### config.mk
export PLATFORM = sky130hd
export DESIGN_NAME = drive_supervisor
export DESIGN_NICKNAME = d
export VERILOG_FILES = /design/src/rtl/drive_sup_pkg.sv /design/src/rtl/sup_mode_fsm.sv /design/src/rtl/sup_wake_timer.sv /design/src/rtl/sup_fault_latch.sv /design/src/rtl/drive_supervisor.sv
export SDC_FILE = /design/constraint.sdc
export NUM_CORES = 1
export LEC_CHECK = 0
export BUFFER_PORTS_ARGS = -buffer_cell sky130_fd_sc_hd__buf_2
export CORE_ASPECT_RATIO = 1.2
export CORE_MARGIN = 10
export CORE_UTILIZATION = 60
export DETAILED_ROUTE_END_ITERATION = 7
export PLACE_DENSITY = 0.84
export SETUP_SLACK_MARGIN = 0.1
export SLEW_MARGIN = 40
export SYNTH_ARGS = -nofsm -noshare
export SYNTH_HDL_FRONTEND = slang
export SYNTH_HIERARCHICAL = 1
export SYNTH_SLANG_ARGS = --single-unit
### constraint.sdc
create_clock -name clk -period 3.3 [get_ports clk]
set_input_delay 0.33 -clock clk [delete_from_list [all_inputs] [get_ports clk]]
set_output_delay 0.33 -clock clk [all_outputs]
set_load 0.01 [all_outputs]
### src/rtl/drive_sup_pkg.sv
// Shared types of the drive supervisor.
// Assumes: nothing beyond IEEE 1800-2017.
package drive_sup_pkg;

    // Supervisory operating state.
    typedef enum logic [1:0] {
        ST_RUN   = 2'd0,
        ST_LIGHT = 2'd1,
        ST_DEEP  = 2'd2
    } sup_state_e;

endpackage

### src/rtl/sup_mode_fsm.sv
// Run / light-sleep / deep-sleep state machine.
// Emits a one-cycle wake event when a sleep state is left by its own exit
// condition. A logic reset that forces the running state raises no wake event.
// Assumes: rst_eff is logic_rst already qualified by "not in deep sleep".
module sup_mode_fsm
    import drive_sup_pkg::*;
#(
    parameter int MODE_W = 3
) (
    input  logic              clk,
    input  logic              rst_n,
    input  logic              rst_eff,
    input  logic              sleep_lvl,
    input  logic [MODE_W-1:0] mode_sel,
    output sup_state_e        state_o,
    output logic              wake_evt
);

    localparam logic [MODE_W-1:0] DEEP_CODE = '1;

    sup_state_e st_q, st_nxt;
    logic       hold_hi_q, hold_hi_nxt;
    logic       deep_armed;

    assign deep_armed = (mode_sel == DEEP_CODE);

    // Next-state decision from the current state and the sleep level.
    always_comb begin
        st_nxt      = st_q;
        hold_hi_nxt = hold_hi_q;
        case (st_q)
            ST_RUN: begin
                if (sleep_lvl && !hold_hi_q) st_nxt = ST_LIGHT;
            end
            ST_LIGHT: begin
                if (!sleep_lvl) st_nxt = deep_armed ? ST_DEEP : ST_RUN;
            end
            ST_DEEP: begin
                if (sleep_lvl) begin
                    st_nxt      = ST_RUN;
                    hold_hi_nxt = 1'b1;
                end
            end
            default: st_nxt = ST_RUN;
        endcase
        if (!sleep_lvl) hold_hi_nxt = 1'b0;
        if (rst_eff) begin
            st_nxt      = ST_RUN;
            hold_hi_nxt = 1'b0;
        end
    end

    // Natural exit from either sleep state into running.
    assign wake_evt = (st_q != ST_RUN) && (st_nxt == ST_RUN) && !rst_eff;

    // State and re-entry guard registers.
    always_ff @(posedge clk) begin
        if (!rst_n) begin
            st_q      <= ST_RUN;
            hold_hi_q <= 1'b0;
        end else begin
            st_q      <= st_nxt;
            hold_hi_q <= hold_hi_nxt;
        end
    end

    assign state_o = st_q;

endmodule

### src/rtl/sup_wake_timer.sv
// Hold-off down-counter started by a wake event.
// busy stays high for exactly WAKE_CYCLES cycles after the loading edge.
// Assumes: WAKE_CYCLES >= 1; clear has priority over load.
module sup_wake_timer #(
    parameter int WAKE_CYCLES = 5000
) (
    input  logic clk,
    input  logic rst_n,
    input  logic clear,
    input  logic load,
    output logic busy
);

    localparam int CW = $clog2(WAKE_CYCLES + 1);
    localparam logic [CW-1:0] LOAD_VAL = CW'(WAKE_CYCLES);

    logic [CW-1:0] cnt_q;

    // Load on wake, count down to zero, clear on logic reset.
    always_ff @(posedge clk) begin
        if (!rst_n || clear) begin
            cnt_q <= '0;
        end else if (load) begin
            cnt_q <= LOAD_VAL;
        end else if (cnt_q != '0) begin
            cnt_q <= cnt_q - 1'b1;
        end
    end

    assign busy = (cnt_q != '0);

endmodule

### src/rtl/sup_fault_latch.sv
// Per-phase overcurrent run-length filter feeding one sticky fault latch.
// A phase trips when its input is high on OC_FILT consecutive edges while
// protection is enabled. The latch is cleared only by rst_n.
// Assumes: OC_FILT >= 1; oc_in is already synchronous to clk.
module sup_fault_latch #(
    parameter int PHASES  = 2,
    parameter int OC_FILT = 4
) (
    input  logic              clk,
    input  logic              rst_n,
    input  logic              prot_en,
    input  logic [PHASES-1:0] oc_in,
    output logic              fault
);

    localparam int FW = $clog2(OC_FILT + 1);
    localparam logic [FW-1:0] LAST = FW'(OC_FILT - 1);

    logic [PHASES-1:0] trip;
    logic              fault_q;

    for (genvar p = 0; p < PHASES; p++) begin : g_phase
        logic [FW-1:0] run_q;
        logic          hit;

        assign hit     = prot_en && oc_in[p];
        assign trip[p] = hit && (run_q == LAST);

        // Count consecutive asserted cycles, restart on any gap.
        always_ff @(posedge clk) begin
            if (!rst_n || !hit) begin
                run_q <= '0;
            end else if (run_q != LAST) begin
                run_q <= run_q + 1'b1;
            end
        end
    end

    // Sticky latch: set by any phase trip, cleared only by power-on reset.
    always_ff @(posedge clk) begin
        if (!rst_n) begin
            fault_q <= 1'b0;
        end else if (|trip) begin
            fault_q <= 1'b1;
        end
    end

    assign fault = fault_q;

endmodule

### src/rtl/drive_supervisor.sv
// Supervisory controller above the step sequencer and chopper.
// Combines the sleep state machine, the wake hold-off timer and the fault
// latch into the power-stage enable, the sequencer freeze, the step gate
// and the ready indication.
// Assumes: all inputs synchronous to clk; rst_n is the power-on reset.
module drive_supervisor
    import drive_sup_pkg::*;
#(
    parameter int MODE_W      = 3,
    parameter int PHASES      = 2,
    parameter int WAKE_CYCLES = 5000,
    parameter int OC_FILT     = 4
) (
    input  logic              clk,
    input  logic              rst_n,
    input  logic              logic_rst,
    input  logic              sleep_lvl,
    input  logic [MODE_W-1:0] mode_sel,
    input  logic              prot_dis,
    input  logic [PHASES-1:0] oc_in,
    input  logic              step_in,
    output logic              step_out,
    output logic              out_en,
    output logic              seq_freeze,
    output logic              fault,
    output logic              ready
);

    sup_state_e state;
    logic       rst_eff;
    logic       wake_evt;
    logic       holdoff;
    logic       fault_w;

    // Logic reset is one of the inputs ignored in deep sleep.
    assign rst_eff = logic_rst && (state != ST_DEEP);

    sup_mode_fsm #(
        .MODE_W   (MODE_W)
    ) u_fsm (
        .clk      (clk),
        .rst_n    (rst_n),
        .rst_eff  (rst_eff),
        .sleep_lvl(sleep_lvl),
        .mode_sel (mode_sel),
        .state_o  (state),
        .wake_evt (wake_evt)
    );

    sup_wake_timer #(
        .WAKE_CYCLES(WAKE_CYCLES)
    ) u_wake (
        .clk  (clk),
        .rst_n(rst_n),
        .clear(rst_eff),
        .load (wake_evt),
        .busy (holdoff)
    );

    sup_fault_latch #(
        .PHASES (PHASES),
        .OC_FILT(OC_FILT)
    ) u_fault (
        .clk    (clk),
        .rst_n  (rst_n),
        .prot_en(!prot_dis),
        .oc_in  (oc_in),
        .fault  (fault_w)
    );

    // Output decode from state, hold-off and fault.
    always_comb begin
        out_en     = (state == ST_RUN) && !fault_w;
        seq_freeze = (state == ST_DEEP);
        ready      = (state == ST_RUN) && !holdoff && !fault_w;
        step_out   = step_in && (state != ST_DEEP) && !holdoff;
        fault      = fault_w;
    end

endmodule

After elaboration in Yosys (flattened, before gate mapping)
Cells that the tools add are included.
{"block": "op_classes", "bitwise_logic": 2, "n_addsub": 3, "n_mux": 8, "n_eq_ne": 8, "reduce_logical": 32}
{"cell": "13-bit 2-to-1 mux", "count": 2}
{"cell": "1-bit logical AND", "count": 13}
{"cell": "13-bit nonzero test", "count": 1}
{"cell": "13-bit by 1-bit subtractor with 13-bit output, second input constant", "count": 1}
{"cell": "2-bit 2-to-1 mux", "count": 5}
{"cell": "1-bit zero test", "count": 8}
{"cell": "3-bit by 1-bit adder with 3-bit output, second input constant", "count": 2}
{"cell": "3-bit by 2-bit equality test with 1-bit output, second input constant", "count": 2}
{"cell": "3-bit by 2-bit inequality test with 1-bit output, second input constant", "count": 2}
{"cell": "2-bit case mux with 3 select lines", "count": 1}
{"cell": "2-bit zero test", "count": 2}
{"cell": "2-bit nonzero test", "count": 2}
{"cell": "2-bit OR reduction", "count": 2}
{"cell": "3-bit equality test, second input constant", "count": 1}
{"cell": "1-bit logical OR", "count": 3}
{"cell": "3-bit OR reduction", "count": 1}
{"cell": "2-bit by 1-bit equality test with 1-bit output, second input constant", "count": 1}
{"cell": "2-bit equality test, second input constant", "count": 1}
{"cell": "2-bit inequality test, second input constant", "count": 1}
{"cell": "1-bit NOT", "count": 2}
{"block": "word_totals", "wordCells": 60, "regBits": 23, "output_inout_bits": 5, "input_bits": 11}

Logic depth before layout (Yosys ltp)
{"block": "depth", "word_depth": 9, "depth_mapped": 8, "mapped_depth_nobuf": 7}

Cells and area by module
Netlist, hierarchy kept.
{"mod": "sup_wake_timer", "n_inst": 1, "cells_per_inst": 81, "area_per_inst_um2": 708.2}
{"mod": "sup_fault_latch", "n_inst": 1, "cells_per_inst": 31, "area_per_inst_um2": 327.8}
{"mod": "sup_mode_fsm", "n_inst": 1, "cells_per_inst": 16, "area_per_inst_um2": 157.7}
{"mod": "drive_supervisor", "n_inst": 1, "cells_per_inst": 6, "area_per_inst_um2": 53.8}

Worst setup path after synthesis
No wires, ideal clock.
{"block": "synth_path", "path_kind": "flip-flop to flip-flop", "from": "reg u_wake.cnt_q[0]", "to": "reg u_wake.cnt_q[5]", "setup_slack_ns": 1.582, "arrival_ns": 1.648, "t_required_ns": 3.230, "period_less_slack_ns": 1.718, "stages_incl_launch_ff": 8, "path_buffers": 1, "cell_sequence": "dfxtp_1 > inv_1 > ha_1 > nor4b_2 > and3_1 > buf_6 > or4_1 > a21oi_1"}
{"block": "synth_via", "elab_chain_len": 1}
{"item": "start, declared", "line_no": "sup_wake_timer.sv:17", "rtl": "logic [CW-1:0] cnt_q;"}
{"item": "start signal, assigned", "line_no": "sup_wake_timer.sv:26", "rtl": "cnt_q <= cnt_q - 1'b1;"}
{"item": "13-bit by 1-bit subtractor with 13-bit output / 13-bit nonzero test (equally long branches)", "line_no": "sup_wake_timer.sv:26, sup_wake_timer.sv:25"}
Several ways; a longest one is shown, not always the timed one.
A chain may end at the register's enable or synchronous reset.

Worst setup path in the final report
{"block": "layout_path", "from": "reg u_wake.cnt_q[0]", "to": "out step_out"}
{"block": "layout_via", "elab_chain_len": 3}
{"item": "13-bit nonzero test", "line_no": "sup_wake_timer.sv:30", "rtl": "assign busy = (cnt_q != '0);"}
{"item": "named net holdoff", "line_no": "drive_supervisor.sv:32", "rtl": "logic holdoff;"}
{"item": "1-bit zero test", "line_no": "drive_supervisor.sv:76", "rtl": "step_out = step_in && (state != ST_DEEP) && !holdoff;"}
{"item": "1-bit logical AND", "line_no": "drive_supervisor.sv:76"}
{"item": "end, declared", "line_no": "drive_supervisor.sv:22", "rtl": "output logic step_out,"}
The timed path passes the listed nets, and every way through them passes these cells.

==> report_table.html <==
<table>
<tr><th>Metric</th><th>Value</th></tr>
<tr><th colspan="2">Outcome</th></tr>
<tr><td>Result of the run</td><td>finished clean</td></tr>
<tr><th colspan="2">Final layout</th></tr>
<tr><td>Final net count</td><td>169</td></tr>
<tr><td>Area growth from synthesis to layout</td><td>9.03%</td></tr>
<tr><td>Area of all placed cells without fillers</td><td>1360 um^2</td></tr>
<tr><td>Ratio of cells with drive above 1 in the final layout</td><td>20.5%</td></tr>
<tr><td>Antenna cells</td><td>0</td></tr>
<tr><th colspan="2">Floorplanning</th></tr>
<tr><td>Starting density of the core</td><td>61.5%</td></tr>
<tr><td>Overall die area</td><td>4310 um^2</td></tr>
<tr><td>Ports placed on the boundary</td><td>16</td></tr>
<tr><td>DIE HEIGHT</td><td>70.0 um</td></tr>
<tr><td>Rows</td><td>18</td></tr>
<tr><td>DIE WIDTH</td><td>61.6 um</td></tr>
<tr><td>Core Region</td><td>2030 um^2</td></tr>
<tr><th colspan="2">Synthesis</th></tr>
<tr><td>Synth Register Bits</td><td>23</td></tr>
<tr><td>Syn nets</td><td>151</td></tr>
<tr><td>Largest cells by area after synthesis</td><td>dfxtp_1 37%, ha_1 6.0%, nor2_1 3.6%, mux2i_1 3.2%, a21oi_1 2.8%</td></tr>
<tr><td>Post-Synthesis Mean Instance Area</td><td>9.31 um^2</td></tr>
<tr><td>Share of the yosys chip area belonging to registers</td><td>36.9%</td></tr>
<tr><td>Synth unique cells</td><td>44</td></tr>
<tr><td>Yosys top cell by area</td><td>dfxtp_1</td></tr>
<tr><td>Cell count after synthesis</td><td>134</td></tr>
<tr><td>Synthesis Warnings</td><td>6</td></tr>
<tr><td>Portion of synthesized cell area occupied by the leading cell type</td><td>36.9%</td></tr>
<tr><td>Synth Cell Area</td><td>1250 um^2</td></tr>
<tr><th colspan="2">CTS</th></tr>
<tr><td>Post-CTS setup buffer count</td><td>0</td></tr>
<tr><td>Clk Latency, worst-skew pair</td><td>0.32 ns</td></tr>
<tr><td>CTS-repair resized insts</td><td>0</td></tr>
<tr><td>Max Root-Sink Buffers</td><td>2</td></tr>
<tr><td>CTS Root Buffer Type</td><td>clkbuf_4</td></tr>
<tr><td>Clock Pin Slew Worst Setup and Hold Paths</td><td>0.13 ns</td></tr>
<tr><td>Total clock sinks</td><td>23</td></tr>
<tr><td>CTS buffer count</td><td>3</td></tr>
<tr><td>Number of buffers added to fix hold violations after cts</td><td>0</td></tr>
<tr><td>Clock tree from TritonCTS</td><td>done</td></tr>
<tr><td>Number of levels in the clock H-tree</td><td>1</td></tr>
<tr><th colspan="2">Critical path</th></tr>
<tr><td>Biggest cell delay along the critical path</td><td>0.36 ns</td></tr>
<tr><td>Worst Path Required</td><td>2.97 ns</td></tr>
<tr><td>Critical path fanouts, max</td><td>5</td></tr>
<tr><td>Worst reg2reg path depth</td><td>6</td></tr>
<tr><td>CP Depth</td><td>6</td></tr>
<tr><td>CP endpoint kind</td><td>output pin</td></tr>
<tr><td>Library cell contributing the largest single delay on the critical path</td><td>dfxtp_1</td></tr>
<tr><td>Startpoint class of the critical path</td><td>flip-flop</td></tr>
<tr><td>Cells traversed along the worst timing path</td><td>inv_1, ha_1, nor4b_2, nand4b_1, nor3b_2, buf_2</td></tr>
<tr><td>Worst path buffer plus inverter count</td><td>2</td></tr>
<tr><td>Critical path's top delay family</td><td>simple AND/OR/NAND/NOR gates</td></tr>
<tr><td>Type of the setup path with the least slack</td><td>flip-flop to output pin</td></tr>
<tr><td>Destination of the worst register-to-register timing path</td><td>u_wake/cnt_q[10]$_SDFFE_PP0P_</td></tr>
<tr><td>Worst-case register-to-register setup slack</td><td>1.33 ns</td></tr>
<tr><td>Reg-to-Reg Start</td><td>u_wake/cnt_q[0]$_SDFFE_PP0P_</td></tr>
<tr><td>Data arrival time of the worst path</td><td>2.01 ns</td></tr>
<tr><th colspan="2">Worst hold path</th></tr>
<tr><td>Worst Min Path Start</td><td>sleep_lvl</td></tr>
<tr><td>Class of the tightest hold or removal check</td><td>input port to flip-flop</td></tr>
<tr><td>Number of cells traversed by the worst hold path</td><td>2</td></tr>
<tr><td>Hold endpoint</td><td>u_fsm/state_o[1]$_SDFF_PN0_</td></tr>
<tr><th colspan="2">Timing</th></tr>
<tr><td>PnR worst setup slack</td><td>0.963 ns</td></tr>
<tr><td>Final max-slew violation count</td><td>0</td></tr>
<tr><td>RSZ-0062 raised after global routing</td><td>false</td></tr>
<tr><td>Final TNS setup</td><td>0 ns</td></tr>
<tr><td>Final worst path period share</td><td>70.8%</td></tr>
<tr><td>Hold Vio Cnt, Final</td><td>0</td></tr>
<tr><td>Tightest slew margin relative to the limit</td><td>57.1%</td></tr>
<tr><td>Final setup violating endpoints</td><td>0</td></tr>
<tr><td>Worst Max-Slew Pin Slew</td><td>0.637 ns</td></tr>
<tr><td>Shortest clock period the worst path allows after layout</td><td>2.34 ns</td></tr>
<tr><td>Max Clock Skew</td><td>0.00170 ns</td></tr>
<tr><td>Maximum achievable frequency</td><td>428 MHz</td></tr>
<tr><th colspan="2">Job</th></tr>
<tr><td>Max Cap Viol</td><td>0</td></tr>
<tr><th colspan="2">Global routing</th></tr>
<tr><td>First-pass GRT wire length</td><td>4420 um</td></tr>
<tr><td>Total global routing track utilization</td><td>13.0%</td></tr>
<tr><td>Maximum number of pins on one net before global-route repair</td><td>14</td></tr>
<tr><td>Number of global-route vias before repair</td><td>1072</td></tr>
<tr><td>Number of antenna violations at the first check in global routing</td><td>0</td></tr>
<tr><td>Global route total overflow</td><td>0</td></tr>
<tr><th colspan="2">Detailed routing</th></tr>
<tr><td>Vias post-DR</td><td>1074</td></tr>
<tr><td>Wire per inst</td><td>14.9 um</td></tr>
<tr><td>Drt first-iter violations</td><td>24</td></tr>
<tr><td>Final routed wirelength across all metal layers</td><td>2550 um</td></tr>
<tr><td>First-pass DRT Iterations</td><td>4</td></tr>
<tr><td>Antenna-violating nets left</td><td>0</td></tr>
<tr><td>Avg Vias per Cell</td><td>6.28</td></tr>
<tr><td>DR DRC count</td><td>0</td></tr>
<tr><th colspan="2">Place</th></tr>
<tr><td>Placed wire-length estimate after detailed placement</td><td>1940 um</td></tr>
<tr><td>Worst slack, placed</td><td>1.35 ns</td></tr>
<tr><td>Placer Congestion</td><td>0.806</td></tr>
<tr><td>Quantity of I/O buffers inserted on ports</td><td>15</td></tr>
<tr><td>Total placed instance area</td><td>1330 um^2</td></tr>
<tr><th colspan="2">Power and ir drop</th></tr>
<tr><td>Lkg Pwr</td><td>0.543 nW</td></tr>
<tr><td>Max IR drop VDD</td><td>627 uV</td></tr>
<tr><td>Pwr Density</td><td>1010 nW/um^2</td></tr>
</table>
-- layout make-up --
type,count,area (um^2)
Fill cell,156,667
Clock buffer,3,22.5
Inverter,9,33.8
Tap cell,20,25.0
Sequential cell,23,460
Multi-Input combinational cell,100,738
Timing Repair Buffer,15,75.1
Clock inverter,1,5.00
-- where the power goes --
part | switching (W) | total (W) | internal [W]
combinational | 0.000456 | 0.000804 | 0.000348
sequential | 0.0000934 | 0.000438 | 0.000345
clock | 0.0000881 | 0.000134 | 0.0000455
total | 0.000638 | 0.00138 | 0.000738
-- placed cells by master (no fill, tap or decap), types with 2 or more instances in the layout --
master / Yosys / routed
buf_2: 0 / 15
nor4_1: 4 / 4
nor4_2: 2 / 2
ha_1: 6 / 6
nand2b_1: 3 / 3
xor2_1: 2 / 2
a31oi_1: 3 / 3
a21oi_1: 7 / 7
o31ai_1: 2 / 2
a211oi_2: 2 / 2
nand4bb_1: 2 / 2
dfxtp_1: 23 / 23
nor4b_2: 2 / 2
nand2_1: 5 / 5
nor3_1: 3 / 3
nor2_1: 12 / 12
or3_1: 2 / 2
nand3_2: 2 / 2
clkbuf_4: 0 / 3
mux2i_1: 4 / 4
nand3b_1: 2 / 2
inv_1: 9 / 9
o21ai_0: 3 / 3
nor2b_1: 4 / 4
nand3_1: 4 / 4
nand4b_1: 4 / 4
a211oi_1: 3 / 3
-- kinds of logic after synthesis --
kind of cell / Yosys count / synth area share [%]
fa+ha+maj: 6 / 6.02
buf+inv: 11 / 3.91
flops: 23 / 36.9
mux: 4 / 3.21
xor+xnor: 3 / 2.11
simple gates: 62 / 34.3
compound gates: 25 / 13.5
-- routing by layer --
layer,part of all wire [%],global-route usage (%),up-vias
li1,-,-,537
met1,43,14.1,503
met2,51,20.9,27
met3,4.2,3.62,7
met4,2.5,7.96,0
met5,0,0,-
-- registers in the layout, summed over array words and instances, names as in the netlist --
register / cells
u_fsm/hold_hi_q: 1
u_fault/fault: 1
u_wake/cnt_q: 13
u_fault/g_phase.run_q: 6
u_fsm/state_o: 2
-- cells in the mapped netlist, drive strengths merged --
cell / count
nor3b: 2
and3: 1
nor4b: 3
or4: 2
nand4bb: 2
a21o: 1
ha: 6
dfxtp: 23
nor2b: 5
nand2: 5
o221a: 1
a22oi: 1
nand4: 1
nor4: 6
or2b: 1
buf: 1
clkbuf: 1
a31oi: 3
o31ai: 2
o22ai: 1
nor3: 4
o21ai: 4
a211oi: 5
inv: 9
xnor2: 1
xor2: 2
a21oi: 7
mux2i: 4
and4: 1
nand4b: 4
nand2b: 3
nor2: 12
or3: 2
nand3b: 2
nand3: 6
-- worst max path at each step --
stage,start,to,slack [ns]
4_1_cts,u_wake/cnt_q[0]$_SDFFE_PP0P_,step_out,0.96
6_report,u_wake/cnt_q[0]$_SDFFE_PP0P_,step_out,0.96
3_5_place_dp,u_wake/cnt_q[0]$_SDFFE_PP0P_,step_out,1.35
3_3_place_gp,u_wake/cnt_q[0]$_SDFFE_PP0P_,step_out,1.42
5_1_grt,u_wake/cnt_q[0]$_SDFFE_PP0P_,step_out,0.76
2_1_floorplan,u_wake/cnt_q[0]$_SDFFE_PP0P_,u_wake/cnt_q[5]$_SDFFE_PP0P_,1.58
-- through the flow --
| step | std cells | hold WS [ns] | total power, W | util [%] |
|---|---|---|---|---|
| final | 171 | 0.226 | 0.00138 | 67.1 |
| after global routing | 171 | 0.232 | 0.00149 | 67.1 |
| after CTS | 171 | 0.223 | 0.00137 | 67.1 |
| after detailed placement | 167 | 0.442 | 0.00123 | 65.7 |
| after global placement | 167 | 0.430 | 0.00118 | 65.7 |
| after floorplan | 134 | 0.421 | 0.00109 | - |
(Power assumes the default switching activity.)
